### src/rtl/gpio_bank_pkg.sv
package gpio_bank_pkg;
  localparam int unsigned ADDR_W = 8;
  localparam logic [ADDR_W-1:0] OFS_MODE  = 8'h00;
  localparam logic [ADDR_W-1:0] OFS_DIR   = 8'h04;
  localparam logic [ADDR_W-1:0] OFS_DOUT  = 8'h08;
  localparam logic [ADDR_W-1:0] OFS_DIN   = 8'h0C;
  localparam logic [ADDR_W-1:0] OFS_STAT  = 8'h10;
  localparam logic [ADDR_W-1:0] OFS_CLR   = 8'h14;
  localparam logic [ADDR_W-1:0] OFS_MASK  = 8'h18;
  localparam logic [ADDR_W-1:0] OFS_UNMSK = 8'h1C;
  localparam logic [ADDR_W-1:0] OFS_POL   = 8'h20;
  localparam logic [ADDR_W-1:0] OFS_EDGE  = 8'h24;
  localparam logic [ADDR_W-1:0] OFS_OSEL  = 8'h40;
  localparam logic [ADDR_W-1:0] OFS_BOTH  = 8'h4C;
endpackage

### src/rtl/gpio_sync.sv
module gpio_sync #(
  parameter int unsigned W      = 32,
  parameter int unsigned STAGES = 2
) (
  input  logic         clk_i,
  input  logic         rst_ni,
  input  logic [W-1:0] d_i,
  output logic [W-1:0] cur_o,
  output logic [W-1:0] prev_o
);
  logic [W-1:0] st_q [STAGES];
  logic [W-1:0] prev_q;

  always_ff @(posedge clk_i or negedge rst_ni) begin
    if (!rst_ni) begin
      for (int i = 0; i < STAGES; i++) st_q[i] <= '0;
      prev_q <= '0;
    end else begin
      st_q[0] <= d_i;
      for (int i = 1; i < STAGES; i++) st_q[i] <= st_q[i-1];
      prev_q <= st_q[STAGES-1];
    end
  end

  assign cur_o  = st_q[STAGES-1];
  assign prev_o = prev_q;
endmodule

### src/rtl/gpio_irq_cell.sv
module gpio_irq_cell (
  input  logic clk_i,
  input  logic rst_ni,
  input  logic cur_i,
  input  logic prev_i,
  input  logic intr_i,
  input  logic edg_i,
  input  logic pol_i,
  input  logic both_i,
  input  logic clr_i,
  output logic stat_o
);
  logic pend_q, ev, hit;

  always_comb begin
    if (both_i)     hit = cur_i ^ prev_i;
    else if (pol_i) hit = prev_i & ~cur_i;
    else            hit = cur_i & ~prev_i;
  end
  assign ev = intr_i & edg_i & hit;

  // new event beats a same-cycle clear
  always_ff @(posedge clk_i or negedge rst_ni) begin
    if (!rst_ni) pend_q <= 1'b0;
    else         pend_q <= (pend_q & ~clr_i) | ev;
  end

  assign stat_o = intr_i & (edg_i ? pend_q : (cur_i ^ pol_i));

  a_r8_event_sets: assert property (@(posedge clk_i) disable iff (!rst_ni)
    ev |=> pend_q);
  a_r7_clear_drops: assert property (@(posedge clk_i) disable iff (!rst_ni)
    (clr_i && !ev) |=> !pend_q);
  a_r5_sticky: assert property (@(posedge clk_i) disable iff (!rst_ni)
    (pend_q && !clr_i) |=> pend_q);
endmodule

### src/rtl/gpio_bank.sv
module gpio_bank
  import gpio_bank_pkg::*;
#(
  parameter int unsigned NPINS  = 32,
  parameter int unsigned STAGES = 2
) (
  input  logic              clk_i,
  input  logic              rst_ni,
  input  logic [ADDR_W-1:0] addr_i,
  input  logic              wr_i,
  input  logic [NPINS-1:0]  wdata_i,
  input  logic              rd_i,
  output logic [NPINS-1:0]  rdata_o,
  input  logic [NPINS-1:0]  pad_i,
  output logic [NPINS-1:0]  pad_o,
  output logic [NPINS-1:0]  pad_oe_o,
  output logic              irq_o
);
  logic [NPINS-1:0] mode_q, dir_q, dout_q, mask_q, pol_q, edge_q, osel_q, both_q;
  logic [NPINS-1:0] cur, prev, stat, clr, din;

  gpio_sync #(.W(NPINS), .STAGES(STAGES)) u_sync (
    .clk_i (clk_i),
    .rst_ni(rst_ni),
    .d_i   (pad_i),
    .cur_o (cur),
    .prev_o(prev)
  );

  always_ff @(posedge clk_i or negedge rst_ni) begin
    if (!rst_ni) begin
      mode_q <= '0; dir_q <= '0; dout_q <= '0; mask_q <= '0;
      pol_q  <= '0; edge_q <= '0; osel_q <= '0; both_q <= '0;
    end else if (wr_i) begin
      case (addr_i)
        OFS_MODE:  mode_q <= wdata_i;
        OFS_DIR:   dir_q  <= wdata_i;
        OFS_DOUT:  dout_q <= wdata_i;
        OFS_MASK:  mask_q <= mask_q & wdata_i;
        OFS_UNMSK: mask_q <= mask_q | wdata_i;
        OFS_POL:   pol_q  <= wdata_i;
        OFS_EDGE:  edge_q <= wdata_i;
        OFS_OSEL:  osel_q <= wdata_i;
        OFS_BOTH:  both_q <= wdata_i;
        default: ;
      endcase
    end
  end

  // clear on W1C write or on entry into interrupt mode
  always_comb begin
    clr = '0;
    if (wr_i && addr_i == OFS_CLR)  clr = wdata_i;
    if (wr_i && addr_i == OFS_MODE) clr = clr | (wdata_i & ~mode_q);
  end

  for (genvar i = 0; i < NPINS; i++) begin : g_pin
    gpio_irq_cell u_cell (
      .clk_i (clk_i),
      .rst_ni(rst_ni),
      .cur_i (cur[i]),
      .prev_i(prev[i]),
      .intr_i(mode_q[i]),
      .edg_i (edge_q[i]),
      .pol_i (pol_q[i]),
      .both_i(both_q[i]),
      .clr_i (clr[i]),
      .stat_o(stat[i])
    );
  end

  assign din      = (dir_q & dout_q) | (~dir_q & cur);
  assign pad_o    = dout_q;
  assign pad_oe_o = ~mode_q & dir_q & ~osel_q;
  assign irq_o    = |(stat & mask_q);

  always_comb begin
    rdata_o = '0;
    if (rd_i) begin
      case (addr_i)
        OFS_MODE: rdata_o = mode_q;
        OFS_DIR:  rdata_o = dir_q;
        OFS_DOUT: rdata_o = dout_q;
        OFS_DIN:  rdata_o = din;
        OFS_STAT: rdata_o = stat;
        OFS_MASK: rdata_o = mask_q;
        OFS_POL:  rdata_o = pol_q;
        OFS_EDGE: rdata_o = edge_q;
        OFS_OSEL: rdata_o = osel_q;
        OFS_BOTH: rdata_o = both_q;
        default:  rdata_o = '0;
      endcase
    end
  end

  a_r9_mask_keeps_ones: assert property (@(posedge clk_i) disable iff (!rst_ni)
    (wr_i && addr_i == OFS_MASK) |=> ((mask_q & ~$past(wdata_i)) == '0));
  a_r9_unmask_sets: assert property (@(posedge clk_i) disable iff (!rst_ni)
    (wr_i && addr_i == OFS_UNMSK) |=> ((~mask_q & $past(wdata_i)) == '0));
  a_r10_irq_needs_enable: assert property (@(posedge clk_i) disable iff (!rst_ni)
    irq_o |-> (mask_q != '0));
endmodule

### config.mk
export PLATFORM = sky130hd
export DESIGN_NAME = gpio_bank
export DESIGN_NICKNAME = d
export VERILOG_FILES = /design/src/rtl/gpio_bank_pkg.sv /design/src/rtl/gpio_sync.sv /design/src/rtl/gpio_irq_cell.sv /design/src/rtl/gpio_bank.sv
export SDC_FILE = /design/constraint.sdc
export NUM_CORES = 1
export LEC_CHECK = 0
export CORE_ASPECT_RATIO = 0.7
export CORE_MARGIN = 2
export CORE_UTILIZATION = 35
export CTS_CLUSTER_DIAMETER = 200
export DETAILED_ROUTE_END_ITERATION = 8
export DONT_BUFFER_PORTS = 1
export GPL_TIMING_DRIVEN = 0
export SLEW_MARGIN = 20
export SYNTH_ARGS = -nofsm -noshare
export SYNTH_HDL_FRONTEND = slang
export SYNTH_SLANG_ARGS = --single-unit
### constraint.sdc
create_clock -name clk_i -period 5.3 [get_ports clk_i]
set_input_delay 0.795 -clock clk_i [delete_from_list [all_inputs] [get_ports clk_i]]
set_output_delay 0.795 -clock clk_i [all_outputs]
set_load 0.1 [all_outputs]
# Yosys cells after proc, flatten, opt, wreduce, memory -nomap -nowiden
# Index checks and enable logic that the tools add are counted.
# W data, S select, Z words.
dict set report word_totals {
  register_bits 384
  inputBits 76
  out_inout_bits 97
  elab_cells 565
}
dict set report classes {
  eq_ne 11
  mux 101
  bitwise_logic 397
  n_reduce_logical 13
}
# cell n
set ops {}
lappend ops {{$pmux W32 S10} 1}
lappend ops {{$and A32 B32 Y32} 7}
lappend ops {{$and A1 B1 Y1} 192}
lappend ops {{$mux W1} 96}
lappend ops {{$mux W32} 3}
lappend ops {{$not A1 Y1} 96}
lappend ops {{$not A32 Y32} 3}
lappend ops {{$or A32 B32 Y32} 3}
lappend ops {{$pmux W32 S2} 1}
lappend ops {{$xor A1 B1 Y1} 64}
lappend ops {{$eq A8 B5 Y1 const B} 4}
lappend ops {{$or A1 B1 Y1} 32}
lappend ops {{$reduce_or A32 Y1} 1}
lappend ops {{$eq A8 B4 Y1 const B} 2}
lappend ops {{$eq A8 B6 Y1 const B} 2}
lappend ops {{$eq A8 B7 Y1 const B} 2}
lappend ops {{$reduce_and A2 Y1} 8}
lappend ops {{$eq A8 B3 Y1 const B} 1}
lappend ops {{$logic_not A8 Y1} 1}
lappend ops {{$logic_and A1 B1 Y1} 2}
lappend ops {{$reduce_bool A2 Y1} 1}

# Longest topological paths before layout
# Gate-level depths: netlist of the first run.
dict set report logic_depth {
  word_depth 8
  ltp_mapped 8
  ltp_nobuf 7
}

# Modules after synthesis
# A second synthesis of the first run with hierarchy kept.
dict set report hier_totals {
  cells_unflattened 1798
  area_unflattened_um2 19705.1
}
# module n_inst cells_each area_each_um2 seq_area_each_um2
set modules_own_cells {}
lappend modules_own_cells {gpio_bank 1 1222 13459.2 6406.1}
lappend modules_own_cells {gpio_irq_cell 32 14 112.6 25.0}
lappend modules_own_cells {gpio_sync 1 128 2642.5 2402.3}

# Least setup slack after synthesis of the first run
# OpenSTA, ideal clock, no wires.
dict set report synth_timing {
  kind {input-to-output}
  start {in addr_i[1]}
  end {out rdata_o[7]}
  arrival_time_ps 3728
  t_required_ps 4505
  slack_ps 777
  stages 7
  path_buffers 2
  cell_sequence {buf_2 or4_1 clkbuf_1 or3_1 nor3_1 nor3_1 a41oi_1}
}
dict set report synth_between {
  elab_chain_len 3
  word_cells_on_any_way 12
  classes_between {eq/ne (9); mux (2); reduce/logical (1)}
}
# element line
set synth_rtl {}
lappend synth_rtl {{from (decl)} gpio_bank.sv:9} ;# input logic [ADDR_W-1:0] addr_i,
lappend synth_rtl {{$eq A8 B7 Y1 (tied with other cells)} gpio_bank.sv:80} ;# case (addr_i)
lappend synth_rtl {{$pmux W32 S10 *} gpio_bank.sv:80}
lappend synth_rtl {{$mux W32 *} gpio_bank.sv:79} ;# if (rd_i) begin
lappend synth_rtl {{to (decl)} gpio_bank.sv:13} ;# output logic [NPINS-1:0] rdata_o,
# Mark *: on every way between the ends. The rest lies on a longest branch, timed or not.

# Final worst setup path of the first run
dict set report layout_timing {
  start {in addr_i[2]}
  end {out rdata_o[11]}
}
# Same word-level chain as after synthesis.

==> flow_summary_export.csv, run 1 <==
group,metric,value,unit
logic_synthesis,avgSynthCellArea,11.2,um^2
cells_and_area,nFillCells,5075,
logic_synthesis,synth_edf_count,0,
routing,viasPerCell,6.11,
routing,drt-pass1-iter-count,8,
cells_and_area,layout.cells.non_filler,2557,
global_route,antenna_found_initial,3,
power_and_ir_drop,leakage,10.2,nW
floorplanning,ios,173,
timing,layout_worst_path_cycle_share,95.4,%
cells_and_area,final_common_cell,"dfrtp_1",
timing,slew_viol_final,187,
routing,num_vias,15600,
cts,clkSinkCount,384,
floorplanning,die_h,200,um
logic_synthesis,async_flop_share,100,%
timing,period_needed,5.06,ns
flow_run,drv_cap,0,
logic_synthesis,yosysTopAreaCell,"dfrtp_1",
power_and_ir_drop,power_density,304,nW/um^2
cts,cts_htree_levels,2,
timing,grt_setup_unrepaired,"no",
timing,fmax,0.198,GHz
cts,numCtsBuffers,40,
timing,maxSlewHeadroom,-42.9,%
cts,cts_setup_buffers,0,
min_path,min_path_type,"primary input to async pin",
timing,setup_viol,0,
worst_setup_path,slowest_delay,0.91,ns
global_route,grt_overflow,0,
power_and_ir_drop,ir_drop,0.193,mV
cells_and_area,drive_gt1_share,21.2,%
cts,insertion_delay,0.58,ns
global_route,grt_pass1_wl,107,mm
floorplanning,dieWidth,284,um
logic_synthesis,synth-seq-area-share,49.9,%
global_route,grt_pass1_vias,14900,
logic_synthesis,yosys.area.top_type_share,49.9,%
cts,cts_max_path_buffers,3,
cells_and_area,layout_common_cells,"dfrtp_1 (384), mux2_2 (160), nor2_1 (100), a21oi_1 (95), nand2_1 (88)",
cells_and_area,area_delta_synth_final,20.2,%
logic_synthesis,syn_area,19300,um^2
floorplanning,num_rows,71,
worst_setup_path,cp_top_family,"buffers and inverters",
timing,worstMarginPinSlew,2.14,ns
logic_synthesis,yosysWarnings,0,
routing,dr.first_iter.drc_count,2201,
logic_synthesis,yosys.cell_types.count,57,
worst_setup_path,cp.arrival,4.26,ns
global_route,grt_usage,25.5,%
place,place.gp.congestion,0.962,
cts,post_cts_resized,0,
routing,ant_nets,0,
cells_and_area,fin_util,42.9,%
run_status,violations,"hold timing, slew limit",
worst_setup_path,cp_num_buf_inv,3,
global_route,grt_max_degree,385,
cts,cts_root_buffer,"clkbuf_16",
logic_synthesis,yosys_most_used_dff,"dfrtp_1",
cells_and_area,fin_nets,1933,
logic_synthesis,syn_nets,1858,
worst_setup_path,cp-start-kind,"primary input",
run_status,outcome,"complete, but fails checks",
cts,path_clk_slew,0.06,ns
cells_and_area,multi_input_area,9470,um^2
routing,finalWirelength,74.0,mm
place,dp.cells,2481,
floorplanning,coreArea,54000,um^2
worst_setup_path,critical_path_required,4.51,ns
timing,fin_skew,0.0277,ns
routing,drc,0,
timing,whs,-0.0604,ns
timing,finalHoldViolations,11,
place,io_buffers,0,
cells_and_area,regArea,9610,um^2
worst_setup_path,worstPathCellList,"clkbuf_1 -> buf_2 -> nand3_1 -> clkbuf_1 -> nor2_1 -> a2111oi_0 -> nor2_2",
worst_setup_path,path_max_fanout,10,
worst_setup_path,crit_slowest_cell,"nor2_2",
worst_setup_path,crit_type,"primary input to output port",
worst_setup_path,crit_path_end_kind,"output port",
worst_setup_path,cp_common_cell,"clkbuf_1",
floorplanning,start_util,35.6,%
logic_synthesis,synth.area.top_cells,"dfrtp_1 (50%), mux2_2 (9.4%), ha_1 (4.2%)",
floorplanning,dieArea,56900,um^2
logic_synthesis,synth_seq_cells,384,
place,hpwl,50.1,mm
routing,wl_per_cell,29.0,um
logic_synthesis,syn_inst,1718,
cts,cts_tree,"built",
==> kinds of logic after synthesis <==
group	synth area share, %
compound gates	16.4
flops	49.9
simple gates	9.54
mux	14.4
buf+inv	4.17
fa+ha+maj	4.16
xor+xnor	1.46
==> power breakdown <==
| group | internal [mW] | leakage (nW) | total, mW | switching (mW) |
|---|---|---|---|---|
| combinational | 0.240 | 4.42 | 0.587 | 0.347 |
| sequential | 3.06 | 5.09 | 3.32 | 0.253 |
| clock | 1.88 | 0.715 | 3.13 | 1.25 |
==> layout make-up <==
type	count	area share, %
diodes	3	0.0324
plain buffers	118	2.29
clock buffers	61	5.41
clock inverters	12	0.859
inverters	74	1.20
multi-input cells	1142	40.9
flip-flops and latches	384	41.5
well taps	730	3.95
repair buffers	33	3.85
==> per-stage QoR <==
stage	hold slack (ns)	setup TNS, ns	total power [mW]	setup WS [ns]	area, um^2
after global placement	0.332	-11.41	3.83	-0.652	20200
after floorplan	0.331	0	3.68	0.777	19300
after detailed placement	0.335	0	3.94	0.359	21700
after CTS	-0.0589	0	7.06	0.364	23100
after global routing	-0.0710	0	7.27	0.242	23100
final	-0.0604	0	7.03	0.241	23100
==> routing by layer <==
layer	vias up	routed length [um]	GRT usage, %
li1	6470	-	-
met1	8058	31400	36.4
met2	911	31200	36.6
met3	172	8940	8.13
met4	2	2500	7.84
met5	-	16	0
==> cell usage after synthesis, types with 38 or more instances <==
cell and n:
clkbuf_1 49, o2111ai_1 45, nand2_1 88, dfrtp_1 384, nand2b_1 38, buf_2 41, a21oi_1 104, nor2_1 101
inv_1 74, mux2_1 66, a22o_1 74, ha_1 64, mux2_2 160
==> worst paths after layout <==
check                                            from                                 to  slack, ns  depth (start not counted)
setup / recovery                            addr_i[2]                        rdata_o[11]       0.24                          7
hold / removal                                 rst_ni          u_sync.st_q[42]$_DFF_PN0_      -0.06                          0
setup reg to reg           u_sync.cur_o[22]$_DFF_PN0_  g_pin[22].u_cell.pend_q$_DFF_PN0_       3.63                          6
hold reg to reg             u_sync.st_q[43]$_DFF_PN0_         u_sync.cur_o[11]$_DFF_PN0_       0.35                          0
max in group asynchronous                      rst_ni              mask_q[6]$_DFFE_PN0P_       3.68                          0
min in group clk_i                          pad_i[29]          u_sync.st_q[61]$_DFF_PN0_       0.24                          0
No activity file was read; power rests on OpenSTA's default activity.
==> run 2: changes to the inputs <==
--- a/config.mk
+++ b/config.mk
@@ -11,7 +11,6 @@
 export CTS_CLUSTER_DIAMETER = 200
 export DETAILED_ROUTE_END_ITERATION = 8
 export DONT_BUFFER_PORTS = 1
-export GPL_TIMING_DRIVEN = 0
 export SLEW_MARGIN = 20
 export SYNTH_ARGS = -nofsm -noshare
 export SYNTH_HDL_FRONTEND = slang
==> constraint.sdc (replaced) <==
create_clock -name clk_i -period 5.28 [get_ports clk_i]
set_input_delay 0.792 -clock clk_i [delete_from_list [all_inputs] [get_ports clk_i]]
set_output_delay 0.792 -clock clk_i [all_outputs]
set_load 0.1 [all_outputs]
==> run 2 against run 1 <==
Effect of this change:
- the flow finishes with violations (hold timing)
- critical path depth stayed put
- final cell count shrank 1.6%
- sequential power barely moved
- die area did not move
- largest power group unchanged
- global-route usage fell by 2.5 points
- worst setup slack improved by 1.2 ns
==> flow_summary_export.csv, run 2 (synthesis gave the netlist of run 1 again) <==
group,metric,value,unit
routing,dr.first_iter.drc_count,1606,
routing,drc,0,
routing,finalWirelength,66.4,mm
worst_setup_path,cp-start-kind,"primary input",
cts,cts_htree_levels,2,
cells_and_area,layout.cells.non_filler,2515,
global_route,grt_usage,23.0,%
cts,cts_setup_buffers,0,
cells_and_area,drive_gt1_share,23.7,%
floorplanning,ios,173,
place,dp.cells,2436,
flow_run,drv_cap,0,
place,hpwl,42.7,mm
global_route,grt_overflow,0,
power_and_ir_drop,leakage,10.3,nW
global_route,grt_pass1_wl,99.2,mm
timing,maxSlewHeadroom,20.2,%
power_and_ir_drop,power_density,300,nW/um^2
floorplanning,coreArea,54000,um^2
timing,finalSetupTns,0,ns
timing,fin_skew,0.00821,ns
cts,insertion_delay,0.58,ns
timing,layout_worst_path_cycle_share,73.5,%
run_status,violations,"hold timing",
place,post_dp_cell_area,21500,um^2
worst_setup_path,rrSetupSlack,3.58,ns
routing,viasPerCell,6.00,
cells_and_area,fin_nets,1891,
worst_setup_path,crit_type,"primary input to output port",
cells_and_area,fin_util,42.5,%
power_and_ir_drop,p_seq_share,48.3,%
floorplanning,num_rows,71,
power_and_ir_drop,ir_drop,0.221,mV
timing,grt_setup_unrepaired,"no",
cts,clkSinkCount,384,
timing,fmax,0.258,GHz
place,io_buffers,0,
cells_and_area,nFillCells,5000,
cells_and_area,layout_common_cells,"dfrtp_1 (384), mux2_2 (160), nor2_1 (100), a21oi_1 (95), nand2_1 (87)",
timing,period_needed,3.88,ns
routing,wl_per_cell,26.4,um
worst_setup_path,crit_path_end_kind,"output port",
floorplanning,start_util,35.6,%
cts,cts_max_path_buffers,3,
worst_setup_path,r2r_start,"u_sync.cur_o[4]$_DFF_PN0_",
cts,path_clk_slew,0.05,ns
global_route,grt_pass1_vias,15000,
timing,whs,-0.0672,ns
routing,drt-pass1-iter-count,7,
run_status,outcome,"complete, but fails checks",
min_path,min_path_type,"primary input to async pin",
timing,worstMarginPinSlew,1.20,ns
power_and_ir_drop,swShare,26.1,%
timing,setup_viol,0,
power_and_ir_drop,power,6.88,mW
worst_setup_path,cp.arrival,3.09,ns
worst_setup_path,r2r_cells,6,
power_and_ir_drop,p_int,5.09,mW
place,place.gp.congestion,0.869,
power_and_ir_drop,pwr-share-clk,44.3,%
worst_setup_path,path_max_fanout,25,
cells_and_area,final_common_cell,"dfrtp_1",
cts,numCtsBuffers,43,
power_and_ir_drop,p_sw,1.79,mW
cts,post_cts_resized,0,
power_and_ir_drop,p_comb_share,7.4,%
worst_setup_path,r2r_end,"g_pin[4].u_cell.pend_q$_DFF_PN0_",
cells_and_area,area_delta_synth_final,19.1,%
routing,num_vias,15100,
floorplanning,dieArea,56900,um^2
timing,setup_ws,1.40,ns
floorplanning,die_h,200,um
timing,finalHoldViolations,72,
cts,cts_root_buffer,"clkbuf_16",
worst_setup_path,critical_path_required,4.49,ns
floorplanning,dieWidth,284,um
timing,slew_viol_final,0,
cells_and_area,finalInstanceArea,22900,um^2
global_route,grt_max_degree,385,
cts,cts_tree,"built",
global_route,antenna_found_initial,1,
routing,ant_nets,0,
place,pre_cts_slack,1.46,ns
[run 2: power groups by stage]
stage / logic [mW] / clock network, mW / registers (mW)
after floorplan: 0.381 / 0 / 3.31
after global placement: 0.491 / 0 / 3.36
after detailed placement: 0.505 / 0 / 3.37
after CTS: 0.509 / 3.12 / 3.32
after global routing: 0.545 / 3.24 / 3.34
final: 0.511 / 3.05 / 3.32
[run 2: how the worst max path moves through the flow]
| stage | startpoint | endpoint | slack, ns |
|---|---|---|---|
| 4_1_cts | addr_i[3] | rdata_o[1] | 1.46 |
| 2_1_floorplan | addr_i[1] | rdata_o[7] | 0.76 |
| 5_1_grt | addr_i[2] | rdata_o[13] | 1.37 |
| 3_3_place_gp | addr_i[3] | rdata_o[1] | 1.48 |
| 3_5_place_dp | addr_i[3] | rdata_o[1] | 1.46 |
| 6_report | addr_i[2] | rdata_o[2] | 1.40 |
[run 2: layer usage]
metal / vias to the layer above / wire length, um / GRT usage, %
met5: - / 0 / 0
met4: 0 / 2410 / 9.25
met3: 159 / 7010 / 7.04
met2: 800 / 29400 / 34.4
met1: 7744 / 27500 / 31.0
li1: 6387 / - / -
[run 2: critical path, stage by stage]
cell and delay, ns:
nor4_4 0.24, buf_4 0.39, nand2_1 0.58, o22ai_1 0.35, a21oi_1 0.08, a21oi_2 0.27
buf_4 0.35
[run 2: final cells by class]
cell class / count / area, um^2 / area share (%)
tap: 730 / 913 / 3.98
multi-input combinational: 1142 / 9250 / 40.3
antenna: 1 / 2.50 / 0.0109
clock inverter: 14 / 119 / 0.518
sequential: 384 / 9610 / 41.9
clock buffer: 64 / 1320 / 5.73
inverter: 74 / 278 / 1.21
timing repair buffer: 106 / 1450 / 6.32
==> run 3: changes to the inputs <==
==> constraint.sdc (replaced) <==
create_clock -name clk_i -period 3.3 [get_ports clk_i]
set_input_delay 0.495 -clock clk_i [delete_from_list [all_inputs] [get_ports clk_i]]
set_output_delay 0.495 -clock clk_i [all_outputs]
set_load 0.1 [all_outputs]
==> run 3 against run 2 <==
Effect of this change:
- sequential power grew 56%
- clock skew grew 0.0084 ns
- cell area grew 5.0%
- clock power grew 54%
- total power grew 59%
- sequential share of layout area shrank 2.0 points
- largest cell class unchanged
- clock-buffer cell count shrank 8
- via count grew 0.71%
- die area is the same
- the run ends with hold timing, setup timing left
==> flow_summary_export.csv, run 3 (synthesis gave the netlist of run 1 again) <==
group,metric,value,unit
worst_setup_path,critical_path_required,2.80,ns
worst_setup_path,r2r_cells,6,
place,pre_cts_slack,0.383,ns
timing,maxSlewHeadroom,35.9,%
worst_setup_path,rrSetupSlack,1.61,ns
global_route,antenna_found_initial,1,
floorplanning,num_rows,71,
global_route,grt_usage,22.6,%
cells_and_area,layout_common_cells,"dfrtp_1 (384), mux2_2 (160), nor2_1 (100), a21oi_1 (95), nand2_1 (87)",
worst_setup_path,worstPathCellList,"xor2_1 -> o2111ai_1 -> nand4_1 -> nor4_2 -> nand3_1 -> buf_4",
global_route,grt_pass1_wl,98.1,mm
place,hpwl,44.4,mm
timing,worstMarginPinSlew,0.961,ns
run_status,violations,"hold timing, setup timing",
timing,slew_viol_final,0,
floorplanning,ios,173,
cts,insertion_delay,0.55,ns
floorplanning,dieArea,56900,um^2
cells_and_area,layout.cells.non_filler,2590,
worst_setup_path,startpoint,"u_sync.cur_o[20]$_DFF_PN0_",
timing,setup_ws,-0.00990,ns
timing,setup_viol,1,
worst_setup_path,critPathCapture,"irq_o",
global_route,busiest_layer,"met2",
routing,drc,0,
timing,whs,-0.337,ns
cts,cts_tree,"built",
worst_setup_path,crit_type,"flip-flop to output port",
timing,grt_setup_unrepaired,"no",
worst_setup_path,crit_path_end_kind,"output port",
timing,finalSetupTns,-0.00990,ns
cells_and_area,final_common_cell,"dfrtp_1",
worst_setup_path,cp.arrival,2.81,ns
place,io_buffers,0,
flow_run,drv_cap,0,
timing,fin_skew,0.0166,ns
cts,cts_setup_buffers,0,
cts,cts_root_buffer,"clkbuf_16",
routing,ant_nets,0,
global_route,met2_usage,33.6,%
worst_setup_path,crit_slowest_cell,"dfrtp_1",
power_and_ir_drop,leakage,10.8,nW
global_route,grt_max_degree,385,
floorplanning,dieWidth,284,um
worst_setup_path,slowest_delay,0.49,ns
cts,cts_hold_buf,32,
cts,clkSinkCount,384,
timing,fmax,0.302,GHz
floorplanning,start_util,35.6,%
routing,wl_per_cell,25.4,um
worst_setup_path,path_max_fanout,5,
floorplanning,coreArea,54000,um^2
cts,cts_max_path_buffers,3,
global_route,grt_pass1_vias,15000,
floorplanning,die_h,200,um
timing,layout_worst_path_cycle_share,100,%
min_path,min_path_type,"primary input to async pin",
timing,period_needed,3.31,ns
cells_and_area,fin_nets,1971,
routing,drt-pass1-iter-count,7,
routing,dr.first_iter.drc_count,2043,
cts,cts_htree_levels,2,
cts,path_clk_slew,0.06,ns
routing,viasPerCell,5.87,
global_route,grt_overflow,0,
power_and_ir_drop,ir_drop,0.292,mV
routing,num_vias,15200,
place,place.gp.congestion,0.920,
worst_setup_path,r2r_end,"g_pin[2].u_cell.pend_q$_DFF_PN0_",
worst_setup_path,r2r_start,"u_sync.cur_o[2]$_DFF_PN0_",
place,dp.cells,2488,
cells_and_area,area_delta_synth_final,25.0,%
cells_and_area,drive_gt1_share,25.2,%
routing,finalWirelength,65.8,mm
cts,numCtsBuffers,39,
global_route,use_met1,32.3,%
timing,finalHoldViolations,384,
run_status,outcome,"complete, but fails checks",
global_route,gr-usage-met3,6.24,%
power_and_ir_drop,power_density,453,nW/um^2
worst_setup_path,cp-start-kind,"flip-flop",
-- run 3: worst min-delay path by stage --
| stage | start | end | cells past startpoint |
|---|---|---|---|
| 2_1_floorplan | rst_ni | both_q[0]$_DFFE_PN0P_ | 0 |
| 3_3_place_gp | rst_ni | u_sync.cur_o[10]$_DFF_PN0_ | 0 |
| 3_5_place_dp | rst_ni | u_sync.cur_o[10]$_DFF_PN0_ | 0 |
| 4_1_cts | rst_ni | dir_q[15]$_DFFE_PN0P_ | 0 |
| 5_1_grt | rst_ni | mode_q[11]$_DFFE_PN0N_ | 0 |
| 6_report | rst_ni | u_sync.cur_o[10]$_DFF_PN0_ | 0 |
-- run 3: routing by layer --
metal	wire (um)	part of all wire, %	vias up
li1	-	-	6550
met1	28100	43	7709
met2	28400	43	795
met3	7280	11	141
met4	1860	2.8	2
met5	66	0.10	-
-- run 3: critical path, delay by kind of cell (launching register included) --
| family | cells | cell delay (ns) |
|---|---|---|
| simple gates | 3 | 0.87 |
| xor+xnor | 1 | 0.23 |
| buf+inv | 1 | 0.32 |
| compound gates | 1 | 0.35 |
| flops | 1 | 0.49 |
-- run 3: repair_timing --
| action | in CTS | in global routing |
|---|---|---|
| resized for setup | 1 | 7 |
| endpoints found under the hold margin | 416 | 384 |
| endpoints found under the setup margin | 1 | 1 |
| pin swaps | 0 | 1 |
-- run 3: final cells by class --
class | instances | area, um^2
clock buffer | 56 | 1130
timing repair buffer | 190 | 2650
antenna | 1 | 2.50
sequential | 384 | 9610
tap | 730 | 913
inverter | 74 | 278
fill | 4996 | 29900
clock inverter | 13 | 200
multi-input combinational | 1142 | 9290
-- run 3: metrics by stage --
| stage | total power [mW] | cell area, um^2 | util (%) |
|---|---|---|---|
| after global routing | 11.3 | 24100 | 44.6 |
| final | 10.9 | 24100 | 44.6 |
| after global placement | 6.21 | 22400 | 41.4 |
| after CTS | 11.0 | 24000 | 44.5 |
| after floorplan | 5.91 | 19400 | - |
| after detailed placement | 6.24 | 22400 | 41.4 |
-- run 3: where the power goes --
part	internal [mW]	switching, mW
sequential	4.92	0.250
clock	2.78	1.93
combinational	0.432	0.601
